$ cat src/rtl/satu_pkg.sv
package satu_pkg;

    typedef enum logic [1:0] {
        OP_ADD  = 2'd0,
        OP_SUB  = 2'd1,
        OP_RSUB = 2'd2,
        OP_ADD2 = 2'd3
    } satu_op_e;

    typedef struct packed {
        logic cy;
        logic ov;
        logic s;
        logic z;
    } satu_flags_t;

    function automatic logic [31:0] sext_imm5(input logic [4:0] v);
        return {{27{v[4]}}, v};
    endfunction

endpackage

$ cat src/rtl/satu_operand_sel.sv
module satu_operand_sel
    import satu_pkg::*;
#(
    parameter int W     = 32,
    parameter int IMM_W = 5
) (
    input  logic [1:0]     op_i,
    input  logic           use_imm_i,
    input  logic [W-1:0]   a_i,
    input  logic [W-1:0]   b_i,
    input  logic [IMM_W-1:0] imm_i,
    output logic [W-1:0]   lhs_o,
    output logic [W-1:0]   rhs_o,
    output logic           sub_o
);
    localparam int EXT_W = W - IMM_W;

    logic [W-1:0] first_op;
    satu_op_e     op;

    assign op = satu_op_e'(op_i);

    always_comb begin
        if (use_imm_i) first_op = {{EXT_W{imm_i[IMM_W-1]}}, imm_i};
        else           first_op = a_i;
    end

    always_comb begin
        unique case (op)
            OP_SUB: begin
                lhs_o = b_i;
                rhs_o = first_op;
                sub_o = 1'b1;
            end
            OP_RSUB: begin
                lhs_o = first_op;
                rhs_o = b_i;
                sub_o = 1'b1;
            end
            default: begin
                lhs_o = b_i;
                rhs_o = first_op;
                sub_o = 1'b0;
            end
        endcase
    end
endmodule

$ cat src/rtl/satu_adder.sv
module satu_adder #(
    parameter int W = 32
) (
    input  logic [W-1:0] lhs_i,
    input  logic [W-1:0] rhs_i,
    input  logic         sub_i,
    output logic [W-1:0] sum_o,
    output logic         cy_o,
    output logic         ov_o
);
    localparam int MSB = W - 1;

    logic [W-1:0] rhs_eff;
    logic [W:0]   wide;

    assign rhs_eff = sub_i ? ~rhs_i : rhs_i;
    assign wide    = {1'b0, lhs_i} + {1'b0, rhs_eff} + {{W{1'b0}}, sub_i};
    assign sum_o   = wide[W-1:0];
    // carry out for add; inverted carry is the borrow for subtract
    assign cy_o    = wide[W] ^ sub_i;
    // operands of the effective addition agree in sign, sum disagrees
    assign ov_o    = (lhs_i[MSB] == rhs_eff[MSB]) && (wide[MSB] != lhs_i[MSB]);
endmodule

$ cat src/rtl/satu_clamp.sv
module satu_clamp
    import satu_pkg::*;
#(
    parameter int W = 32
) (
    input  logic [W-1:0]  sum_i,
    input  logic          cy_i,
    input  logic          ov_i,
    output logic [W-1:0]  result_o,
    output satu_flags_t   flags_o
);
    localparam logic [W-1:0] POS_LIMIT = {1'b0, {(W-1){1'b1}}};
    localparam logic [W-1:0] NEG_LIMIT = {1'b1, {(W-1){1'b0}}};

    always_comb begin
        if (!ov_i)          result_o = sum_i;
        else if (sum_i[W-1]) result_o = POS_LIMIT;  // wrapped negative: went too high
        else                result_o = NEG_LIMIT;
    end

    always_comb begin
        flags_o.cy = cy_i;
        flags_o.ov = ov_i;
        flags_o.s  = result_o[W-1];
        flags_o.z  = (result_o == '0);
    end
endmodule

$ cat src/rtl/satu_sticky_reg.sv
module satu_sticky_reg (
    input  logic clk,
    input  logic rst,
    input  logic set_i,
    input  logic clr_i,
    output logic q_o
);
    always_ff @(posedge clk) begin
        if (rst)        q_o <= 1'b0;
        else if (set_i) q_o <= 1'b1;
        else if (clr_i) q_o <= 1'b0;
    end
endmodule

$ cat src/rtl/sat_arith_unit.sv
module sat_arith_unit
    import satu_pkg::*;
#(
    parameter int W     = 32,
    parameter int IMM_W = 5
) (
    input  logic             clk,
    input  logic             rst,
    input  logic             valid_i,
    input  logic [1:0]       op_i,
    input  logic             use_imm_i,
    input  logic [W-1:0]     a_i,
    input  logic [W-1:0]     b_i,
    input  logic [IMM_W-1:0] imm_i,
    input  logic             sat_clr_i,
    output logic [W-1:0]     result_o,
    output logic             cy_o,
    output logic             ov_o,
    output logic             s_o,
    output logic             z_o,
    output logic             sat_o
);
    logic [W-1:0] lhs, rhs, raw_sum;
    logic         is_sub, raw_cy, raw_ov;
    satu_flags_t  flags;

    satu_operand_sel #(.W(W), .IMM_W(IMM_W)) u_sel (
        .op_i(op_i), .use_imm_i(use_imm_i), .a_i(a_i), .b_i(b_i),
        .imm_i(imm_i), .lhs_o(lhs), .rhs_o(rhs), .sub_o(is_sub)
    );

    satu_adder #(.W(W)) u_add (
        .lhs_i(lhs), .rhs_i(rhs), .sub_i(is_sub),
        .sum_o(raw_sum), .cy_o(raw_cy), .ov_o(raw_ov)
    );

    satu_clamp #(.W(W)) u_clamp (
        .sum_i(raw_sum), .cy_i(raw_cy), .ov_i(raw_ov),
        .result_o(result_o), .flags_o(flags)
    );

    satu_sticky_reg u_sat (
        .clk(clk), .rst(rst), .set_i(valid_i & flags.ov),
        .clr_i(sat_clr_i), .q_o(sat_o)
    );

    assign cy_o = flags.cy;
    assign ov_o = flags.ov;
    assign s_o  = flags.s;
    assign z_o  = flags.z;
endmodule

$ cat config.mk
export PLATFORM = sky130hd
export DESIGN_NAME = sat_arith_unit
export DESIGN_NICKNAME = d
export VERILOG_FILES = /design/src/rtl/satu_pkg.sv /design/src/rtl/satu_operand_sel.sv /design/src/rtl/satu_adder.sv /design/src/rtl/satu_clamp.sv /design/src/rtl/satu_sticky_reg.sv /design/src/rtl/sat_arith_unit.sv
export SDC_FILE = /design/constraint.sdc
export NUM_CORES = 1
export LEC_CHECK = 0
export CORE_ASPECT_RATIO = 0.9
export CORE_MARGIN = 3
export CORE_UTILIZATION = 40
export CTS_CLUSTER_DIAMETER = 150
export CTS_CLUSTER_SIZE = 28
export DETAILED_ROUTE_END_ITERATION = 10
export PLACE_DENSITY = 0.72
export SLEW_MARGIN = 20
export SYNTH_ARGS = -nofsm -noshare
export SYNTH_HDL_FRONTEND = slang
export SYNTH_HIERARCHICAL = 1
export SYNTH_SLANG_ARGS = --single-unit
$ cat constraint.sdc
create_clock -name clk -period 5.2 [get_ports clk]
set_input_delay 0.78 -clock clk [delete_from_list [all_inputs] [get_ports clk]]
set_output_delay 0.78 -clock clk [all_outputs]
set_load 0.005 [all_outputs]
==> metrics.cfg <==
[placed_design]
io_buffer_count = 112
gp_congestion = 0.919
dp.final_hpwl_um = 11800
post-place-ws_ns = -0.972

[global_routing]
grt_pass1_vias = 5357
gr-usage-all-layers = 0.265
grt_pass1_wl_um = 25100
grt_use_met2 = 0.504
grt.overflow.total = 0
grt_use_met3 = 0.0223
grt_busiest_layer = met2
grt_start_max_net_pins = 24
antenna_found_initial = 0
grt_use_met1 = 0.322

[final_layout]
drive_gt1_frac = 0.412
fin_nets = 981
largest_reg_flops = 1
diodes = 0
syn2layout_area_growth_pct = 83.5
reg.largest.list = u_sat/q_o x1
regMostFlops = u_sat/q_o
fillers = 647
final_util = 0.773

[sta]
fin_crit_ns = 5.39
rsz0062_at_grt = yes
finalMaxSlewViolations = 0
slew_headroom = 0.647
min_period_over_period = 1.04
fin_ws_ns = -0.186
finalHoldViolCount = 0
whs_ns = 0.484
finClkSkew_ns = 0
fmax_ghz = 0.186
setup_viol = 1
tightest_slew_ns = 0.528

[worst_setup_path]
worstPathRequired_ns = 4.42
critPathCaptureType = primary output
worstPathMaxFanout = 3
r2r-start = u_sat/q_o
crit_start = imm_i[1]
critical_path_class = input pin to primary output
cp-start-kind = input pin
cp.arrival_ns = 4.61

[outcome]
violations = setup timing
outcome = complete, but fails checks

[yosys]
synth_edf_count = 0
syn_avg_cell_area_sq_um = 6.88
syn_area_sq_um = 3930
synth_seq_area_share = 0.00509
ys.flop_type = dfxtp_1
async_flop_share = 0
yosysUniqueCellTypes = 64
synth_seq_cells = 1
syn-num-nets = 682
synthCells = 572
synth-warning-count = 6

[power_and_ir_drop]
peakVddDrop_mv = 0.275
internal_power_w = 0.00132
clock_power_share = 0
powerDensity_nw_per_um2 = 351
switching_share = 0.480
p_switching_w = 0.00121
p_total_w = 0.00253
power.leakage_nw = 3.56
p_seq_frac = 0.004
combPwrFrac = 0.996

[die]
initial_core_util = 0.421
die-height_um = 100
num_io_pins = 113
die_w_um = 111
die_area_sq_um = 11100
core_area_sq_um = 9330
rows = 33

[job]
max_cap_violations = 0

[hold_path]
hp-class = flip-flop to flip-flop
hp-start = u_sat/q_o

[routing]
ant_nets = 0
drt_iter0_drc = 345
vias = 5389
wl_um = 16900
drt_pre_antenna_iters = 7
wl_per_cell_um = 17.0
via_per_inst = 5.44
drc = 0

[clocking]
hold_buffers = 0
clk_pin_slew_worst_paths_ns = 0
clkLatencyLatePin_ns = 0

==> layer usage <==
metal / part of all wire / vias to the layer above
li1: - / 2585
met1: 0.41 / 2510
met2: 0.50 / 242
met3: 0.059 / 52
met4: 0.037 / 0
met5: 0 / -
==> path summary, 6_finish.rpt <==
path,to,slack (ns),cells after the start
max,z_o,-0.19,18
min,u_sat/q_o,0.48,2
max reg2reg,u_sat/q_o,4.62,2
min reg2reg,u_sat/q_o,0.48,2
==> final cells by class <==
class                      instances  area [sq um]  share of cell area
inverter                          73           279              0.0387
sequential                         1          20.0             0.00277
timing repair buffer             336          2870               0.398
multi-input combinational        459          3890               0.540
tap                              122           153              0.0212
==> placed cells by master, fill, tap and decap left out, types with 4 or more instances in the layout <==
| master | n |
|---|---|
| ha_1 | 28 |
| a21o_1 | 14 |
| mux2i_4 | 4 |
| buf_12 | 7 |
| and3_4 | 4 |
| clkdlybuf4s50_1 | 72 |
| inv_1 | 71 |
| buf_6 | 11 |
| mux2i_1 | 45 |
| a211oi_2 | 4 |
| a31oi_1 | 4 |
| clkdlybuf4s15_1 | 4 |
| o21ai_0 | 13 |
| mux2i_2 | 14 |
| o21a_1 | 4 |
| buf_2 | 5 |
| o21ai_1 | 31 |
| nor4_1 | 4 |
| o21bai_1 | 4 |
| xor2_1 | 44 |
| dlymetal6s2s_1 | 4 |
| nand3_1 | 4 |
| clkbuf_2 | 26 |
| buf_4 | 199 |
| nor2_2 | 4 |
| nand4_1 | 9 |
| a21oi_1 | 49 |
| o21ai_2 | 8 |
| nand2_1 | 23 |
| xnor2_1 | 12 |
| nand2b_1 | 4 |
| a21oi_2 | 14 |
| nor2_1 | 46 |
==> per-stage QoR <==
stage | area [sq um] | setup TNS, ns | cells
5_1_grt | 7210 | -0.650 | 991
4_1_cts | 6960 | 0 | 973
3_3_place_gp | 6380 | -22.99 | 945
2_1_floorplan | 3940 | 0 | 572
3_5_place_dp | 6380 | -25.82 | 945
6_report | 7210 | -0.186 | 991
==> cell families after synthesis <==
logic type,Yosys count,synth area share
XOR/XNOR,60,0.134
multiplexers,67,0.177
AND/OR/NAND/NOR,124,0.155
buffers and inverters,112,0.130
adder cells (fa/ha/maj),34,0.110
flip-flops,1,0.00509
AO/OA/AOI/OAI,174,0.289
==> worst max-delay path, stage by stage <==
cell and delay, ns:
clkdlybuf4s50_1 0.48, mux2i_2 0.09, buf_4 0.14, a21oi_1 0.28, inv_1 0.12, fa_2 0.40
and2b_2 0.26, o21bai_4 0.07, buf_4 0.15, a2111oi_4 0.39, nor3_4 0.11, a31oi_4 0.28
buf_4 0.16, a21oi_2 0.04, nor4_1 0.39, a31oi_1 0.16, nor2_2 0.17, buf_2 0.13
==> power by group through the flow <==
stage | Combinational (W) | Clock, W | Sequential, W
after detailed placement | 0.00222 | 0 | 0.00000949
after global routing | 0.00269 | 0 | 0.00000960
after global placement | 0.00217 | 0 | 0.00000930
after floorplan | 0.00104 | 0 | 0.00000943
after CTS | 0.00234 | 0 | 0.00000948
final | 0.00252 | 0 | 0.00000940
==> cells in the mapped netlist, types with 3 or more instances <==
library cell	number	area, sq um
xnor2_1	13	114
a21oi_1	59	295
nand4_1	9	56.3
o21bai_1	4	30.0
a211oi_1	6	45.0
a21boi_0	3	22.5
nand2_1	26	97.6
a21o_1	14	105
ha_1	33	413
o21a_1	4	30.0
o21ai_0	15	75.1
nand3_1	4	20.0
buf_6	7	78.8
and3_2	3	22.5
mux2i_1	62	621
o21ai_1	37	185
buf_2	11	55.1
nor2_1	51	191
inv_1	73	274
nor2b_1	4	25.0
a31oi_1	6	37.5
nor4_1	6	37.5
a21oi_2	4	35.0
xor2_1	47	412
clkbuf_1	14	52.6
buf_4	7	52.6
nand2b_1	5	31.3
==> timing repair <==
action / in CTS / in global routing
endpoints found under the setup margin: 36 / 36
setup buffers: 27 / 17
pin swaps: 54 / 25
cloned: 2 / 2
gates resized for setup: 129 / 99
Note: power is estimated with default switching activity, not from simulation.
